## src/rtl/qos_sched_pkg.sv

```systemverilog
// Shared constants for the four-class link scheduler.
// Assumes exactly four service classes encoded in two bits.
package qos_sched_pkg;
    localparam int NUM_CLS = 4;
    localparam int CLS_W   = 2;
    typedef logic [CLS_W-1:0] cls_t;
endpackage

```

## src/rtl/qos_class_fifo.sv

```systemverilog
// Per-class flit buffer: a small circular store with push on accept and pop on grant.
// Assumes the caller pops only when non-empty; a push while full is refused through rdy.
module qos_class_fifo #(
    parameter int W     = 8,
    parameter int DEPTH = 4
) (
    input  logic         clk,
    input  logic         rst_n,
    input  logic         push_req,
    input  logic [W-1:0] push_data,
    output logic         rdy,
    input  logic         pop,
    output logic [W-1:0] head,
    output logic         not_empty
);
    localparam int AW = (DEPTH > 1) ? $clog2(DEPTH) : 1;
    localparam int CW = $clog2(DEPTH + 1);

    logic [W-1:0]  mem [DEPTH];
    logic [AW-1:0] wr_ptr, rd_ptr;
    logic [CW-1:0] count;
    logic          push;

    assign rdy       = (count != CW'(DEPTH));
    assign push      = push_req && rdy;
    assign not_empty = (count != '0);
    assign head      = mem[rd_ptr];

    // Store an accepted flit at the write pointer.
    always_ff @(posedge clk) begin
        if (push) mem[wr_ptr] <= push_data;
    end

    // Advance pointers and occupancy on push and pop.
    always_ff @(posedge clk) begin
        if (!rst_n) begin
            wr_ptr <= '0;
            rd_ptr <= '0;
            count  <= '0;
        end else begin
            if (push) wr_ptr <= (wr_ptr == AW'(DEPTH - 1)) ? '0 : wr_ptr + 1'b1;
            if (pop)  rd_ptr <= (rd_ptr == AW'(DEPTH - 1)) ? '0 : rd_ptr + 1'b1;
            count <= count + CW'(push) - CW'(pop);
        end
    end

    a_r2_count_bound: assert property (@(posedge clk) disable iff (!rst_n)
        count <= CW'(DEPTH));
    a_r6_pop_nonempty: assert property (@(posedge clk) disable iff (!rst_n)
        pop |-> not_empty);
    a_r2_full_holds: assert property (@(posedge clk) disable iff (!rst_n)
        (!rdy && !pop) |=> !rdy);
endmodule

```

## src/rtl/qos_credit_ctr.sv

```systemverilog
// Per-class downstream credit counter: spend on send, restore on return pulse.
// Assumes the receiver never returns more credits than were spent.
module qos_credit_ctr #(
    parameter int MAX = 4
) (
    input  logic clk,
    input  logic rst_n,
    input  logic spend,
    input  logic give,
    output logic has_credit
);
    localparam int CW = $clog2(MAX + 1);

    logic [CW-1:0] cnt;

    assign has_credit = (cnt != '0);

    // Track free downstream slots for this class.
    always_ff @(posedge clk) begin
        if (!rst_n) cnt <= CW'(MAX);
        else        cnt <= cnt - CW'(spend) + CW'(give);
    end

    a_r7_no_spend_at_zero: assert property (@(posedge clk) disable iff (!rst_n)
        spend |-> has_credit);
    a_r7_cred_bound: assert property (@(posedge clk) disable iff (!rst_n)
        cnt <= CW'(MAX));
    a_r7_spend_lowers: assert property (@(posedge clk) disable iff (!rst_n)
        (spend && !give) |=> (cnt == $past(cnt) - 1'b1));
endmodule

```

## src/rtl/qos_prio_pick.sv

```systemverilog
// Fixed-priority picker: lowest index among eligible requests wins, plus its code.
// Assumes index 0 is the most urgent class.
module qos_prio_pick
    import qos_sched_pkg::*;
(
    input  logic               clk,
    input  logic               rst_n,
    input  logic [NUM_CLS-1:0] elig,
    output logic [NUM_CLS-1:0] grant,
    output cls_t               code
);
    logic [NUM_CLS:0] above;

    assign above[0] = 1'b0;
    for (genvar i = 0; i < NUM_CLS; i++) begin : g_chain
        assign grant[i]   = elig[i] && !above[i];
        assign above[i+1] = above[i] || elig[i];
    end

    // Encode the granted index into the class code.
    always_comb begin
        code = '0;
        for (int i = NUM_CLS - 1; i >= 0; i--) begin
            if (grant[i]) code = cls_t'(i);
        end
    end

    a_r3_one_grant: assert property (@(posedge clk) disable iff (!rst_n)
        $onehot0(grant));
    a_r3_grant_if_any: assert property (@(posedge clk) disable iff (!rst_n)
        (elig != '0) |-> (grant != '0));
    a_r3_top_wins: assert property (@(posedge clk) disable iff (!rst_n)
        elig[0] |-> grant[0]);
endmodule

```

## src/rtl/qos_link_sched.sv

```systemverilog
// Output-port scheduler for a four-class link: per-class buffers and credits,
// strict class priority per flit, registered output with class code.
// Assumes credit returns never exceed flits sent per class.
module qos_link_sched
    import qos_sched_pkg::*;
#(
    parameter int FLIT_W    = 8,
    parameter int BUF_DEPTH = 4,
    parameter int CRED_MAX  = 4
) (
    input  logic                      clk,
    input  logic                      rst_n,
    input  logic [NUM_CLS-1:0]        in_valid,
    input  logic [NUM_CLS*FLIT_W-1:0] in_data,
    output logic [NUM_CLS-1:0]        in_ready,
    input  logic [NUM_CLS-1:0]        cred_ret,
    output logic                      out_valid,
    output logic [CLS_W-1:0]          out_cls,
    output logic [FLIT_W-1:0]         out_data
);
    logic [NUM_CLS-1:0] not_empty, has_cred, elig, grant;
    logic [FLIT_W-1:0]  head [NUM_CLS];
    logic [FLIT_W-1:0]  sel_data;
    cls_t               sel_code;

    for (genvar c = 0; c < NUM_CLS; c++) begin : g_cls
        qos_class_fifo #(.W(FLIT_W), .DEPTH(BUF_DEPTH)) u_fifo (
            .clk       (clk),
            .rst_n     (rst_n),
            .push_req  (in_valid[c]),
            .push_data (in_data[c*FLIT_W +: FLIT_W]),
            .rdy       (in_ready[c]),
            .pop       (grant[c]),
            .head      (head[c]),
            .not_empty (not_empty[c])
        );
        qos_credit_ctr #(.MAX(CRED_MAX)) u_cred (
            .clk        (clk),
            .rst_n      (rst_n),
            .spend      (grant[c]),
            .give       (cred_ret[c]),
            .has_credit (has_cred[c])
        );
    end

    assign elig = not_empty & has_cred;

    qos_prio_pick u_pick (
        .clk   (clk),
        .rst_n (rst_n),
        .elig  (elig),
        .grant (grant),
        .code  (sel_code)
    );

    assign sel_data = head[sel_code];

    // Register the chosen flit and its class onto the link.
    always_ff @(posedge clk) begin
        if (!rst_n) begin
            out_valid <= 1'b0;
            out_cls   <= '0;
            out_data  <= '0;
        end else begin
            out_valid <= |grant;
            out_cls   <= sel_code;
            out_data  <= sel_data;
        end
    end

    a_r4_skip_no_credit: assert property (@(posedge clk) disable iff (!rst_n)
        (not_empty[0] && !has_cred[0]) |-> !grant[0]);
    a_r3_send_when_eligible: assert property (@(posedge clk) disable iff (!rst_n)
        (elig != '0) |=> out_valid);
    a_r8_idle_output: assert property (@(posedge clk) disable iff (!rst_n)
        (not_empty == '0) |=> !out_valid);
endmodule

```

## config.mk

```make
export PLATFORM = sky130hd
export DESIGN_NAME = qos_link_sched
export DESIGN_NICKNAME = d
export VERILOG_FILES = /design/src/rtl/qos_sched_pkg.sv /design/src/rtl/qos_class_fifo.sv /design/src/rtl/qos_credit_ctr.sv /design/src/rtl/qos_prio_pick.sv /design/src/rtl/qos_link_sched.sv
export SDC_FILE = /design/constraint.sdc
export NUM_CORES = 1
export LEC_CHECK = 0
export ABC_AREA = 0
export ABC_CLOCK_PERIOD_IN_PS = 3300
export CAP_MARGIN = 20
export CORE_MARGIN = 2
export CORE_UTILIZATION = 55
export CTS_BUF_LIST = sky130_fd_sc_hd__clkbuf_2
export DETAILED_ROUTE_END_ITERATION = 10
export DONT_BUFFER_PORTS = 1
export PLACE_DENSITY = 0.7
export SLEW_MARGIN = 20
export SYNTH_ARGS = -nofsm -noshare
export SYNTH_HDL_FRONTEND = slang
export SYNTH_SLANG_ARGS = --single-unit
```

## constraint.sdc

```tcl
create_clock -name clk -period 3.3 [get_ports clk]
set_clock_uncertainty 0.2 [all_clocks]
set_input_delay 0.33 -clock clk [delete_from_list [all_inputs] [get_ports clk]]
set_output_delay 0.33 -clock clk [all_outputs]
set_load 0.005 [all_outputs]
```

==> flow_summary.yaml <==
outcome:
  status: "finished clean"
power_and_ir_drop:
  sw_frac_of_total: 0.3326
  intPower_mw: 4.390
  combPwrFrac: 0.338
  leakagePower_nw: 3.129
  ir_worst_vdd_uv: 445.9
  power_frac_clock: 0.169
  cellPowerDensity_nw_per_um2: 778.7
  p_sw_mw: 2.187
  pwr-share-seq: 0.494
global_route:
  grtUsageMet1: 0.2537
  antenna_found_initial: 1
  first_global_vias: 4077
  grt.total_usage: 0.1942
  grt_pass1_wl_um: 21110
  grt_use_met2: 0.3142
  gr-total-overflow: 0
  grt_max_degree: 29
  gr-max-usage-layer: "met2"
  use_met3: 0.05712
synthesis:
  synth-edff-count: 128
  syn_area_per_cell_um2: 15.82
  yosysWarnings: 0
  synth_flop_cell: "edfxtp_1"
  yosysMostFrequentCell: "edfxtp_1"
  ys_types: 34
  syn_area_um2: 7659
  ys_top_cells_by_area: "edfxtp_1, dfxtp_1, mux4_2"
  synth_top_area_cell: "edfxtp_1"
  synth_top_area_frac: 0.5019
  syn_inst: 484
  yosysSeqAreaShare: 0.6561
  synthArstFlopShare: 0
  syn_nets: 568
  netlist_top_cells_count: "edfxtp_1, dfxtp_1, nor2_1"
  synth_seq_cells: 187
cells_and_area:
  regArea_um2: 5025
  nets: 608
  layout-drive-gt1-share: 0.1341
  final_util: 0.6157
  fin_cells: 718
  multi_input_area_um2: 2382
  fill_cells: 1035
  area_growth_pct: 10.29
  stdcell_area_um2: 8447
drt:
  via_count: 3892
  routedWlPerCell_um: 18.23
  postRouteAntennaNets: 0
  vias_per_cell: 5.421
  drc: 0
  drtIter0Drc: 279
  drt-pass1-iter-count: 4
  wirelength_um: 13090
clocking:
  cts_max_level: 4
  clock_sinks: 187
  cts_setup_buffers: 0
  cts-root-buf: "clkbuf_2"
  clock_path_buffers: 2
  insertion_delay_ns: 0.75
  cts.clk_slew.worst_paths_ns: 0.25
  cts_tree: "done"
  cts_buffers: 17
sta:
  fmax_ghz: 0.3221
  tns_ns: 0
  worstMarginPinSlew_ns: 0.8004
  setup_violations: 0
  period_needed_ns: 3.104
  rsz0062_at_grt: "no"
  slew_violations: 0
  relSlewSlack: 0.4644
  period_share: 0.9407
  hold_violations: 0
  holdWs_ns: 0.06628
die:
  die_height_um: 122.0
  floorplan.initialDensity: 0.5582
  floorplan.rows: 43
  io-pin-count: 57
  die-area_um2: 14890
  coreArea_um2: 13720
  fp.dieW_um: 122.0
critical_path:
  critical_path_required_ns: 3.77
  crit_family: "adder cells"
  cp_slowest_cell: "dlygate4sd3_1"
  critical_path.max_stage_delay_ns: 0.57
  startpoint_type: "register"
  worst-path-buf-inv: 3
  worstPathMaxFanout: 7
  arrival_ns: 3.57
  crit_path_cell_trace: "nor3_1 > or2_2 > inv_1 > ha_1 > inv_1 > ha_1 > fa_1 > xnor2_1 > xnor2_1 > nand2_1 > dlygate4sd3_1"
  cp-end-kind: "register"
  crit_type: "register to register"
place:
  portBuffers: 0
  dp_hpwl_um: 9182
  numPlacedInstances: 642
  placed_cell_area_um2: 7774
  gp_congestion: 0.7457
hold_path:
  min_path_type: "primary input to register"
job:
  maxCapViolations: 0
-- power by group through the flow --
stage                     clock (mW)  combinational (mW)  sequential, mW
after floorplan                    0                1.89            3.12
after global placement             0                2.09            3.29
after detailed placement           0                2.19            3.31
after CTS                       1.14                2.28            3.25
after global routing            1.22                2.53            3.32
final                           1.11                2.22            3.25
-- final timing paths --
check,from,endpoint,slack [ns],cells past startpoint
min,in_data[15],g_cls[1].u_fifo.mem[3][7],0.07,1
max reg2reg,g_cls[0].u_fifo.count[2],g_cls[0].u_cred.cnt[2],0.20,11
min reg2reg,g_cls[0].u_fifo.rd_ptr[1],register,0.33,2
max,g_cls[0].u_fifo.count[2],g_cls[0].u_cred.cnt[2],0.20,11
-- cell usage in the layout, fill, tap and decap left out, types with 3 or more instances in the layout --
| master | instances |
|---|---|
| fa_1 | 8 |
| mux4_2 | 32 |
| edfxtp_1 | 128 |
| inv_6 | 3 |
| o22ai_1 | 8 |
| ha_1 | 34 |
| a21oi_1 | 3 |
| nand2_1 | 12 |
| xor2_1 | 5 |
| nor3_1 | 4 |
| clkbuf_2 | 18 |
| dfxtp_1 | 59 |
| dlygate4sd3_1 | 43 |
| or3_1 | 3 |
| nor2b_1 | 3 |
| mux2i_1 | 28 |
| xnor2_1 | 13 |
| and2_1 | 17 |
| nor2_1 | 37 |
| and3_1 | 16 |
| inv_1 | 34 |
| clkinv_4 | 3 |
-- routing by layer --
metal	vias to the layer above	share of wire	wire length (µm)
li1	1830	-	-
met1	1962	0.43	5676
met2	83	0.50	6488
met3	17	0.056	731
met4	0	0.015	191
met5	-	0	0
-- registers in the layout, indices dropped and copies added (netlist names), named ones only --
name,flops
g_cls.u_fifo.wr_ptr,8
out_data,8
out_cls,2
out_valid,1
g_cls.u_fifo.rd_ptr,8
g_cls.u_fifo.mem,128
g_cls.u_cred.cnt,12
g_cls.u_fifo.count,12
-- repair_timing --
item | CTS | global route
endpoints found under the setup margin | 0 | 1
hold endpoints to repair | 315 | 0
hold buffers | 43 | 0
gates resized for setup | 0 | 1
-- metrics by stage --
| stage | power, mW | setup WS (ns) |
|---|---|---|
| 3_5_place_dp | 5.501 | 0.4944 |
| 2_1_floorplan | 5.017 | 0.5446 |
| 4_1_cts | 6.674 | 0.07461 |
| 6_report | 6.577 | 0.1956 |
| 5_1_grt | 7.072 | 0.01547 |
| 3_3_place_gp | 5.379 | 0.5470 |
-- cell type report --
class	count	share of cell area
Antenna cell	1	0.0002963
Clock buffer	18	0.01067
Clock inverter	14	0.01718
Inverter	35	0.01555
Multi-Input combinational cell	238	0.2820
Sequential cell	187	0.5949
Tap cell	180	0.02666
Timing Repair Buffer	45	0.05273
-- cell families (layout without fill, tap and decap cells) --
logic type,count (synthesis),after routing,share of synthesized area
mux,60,60,0.1307
fa+ha+maj,42,42,0.07646
compound gates,18,18,0.01683
simple gates,100,100,0.06584
other cells,0,1,0
flops,187,187,0.6561
buf+inv,59,112,0.03349
xor+xnor,18,18,0.02058
No activity file was read; power rests on OpenSTA's default activity.
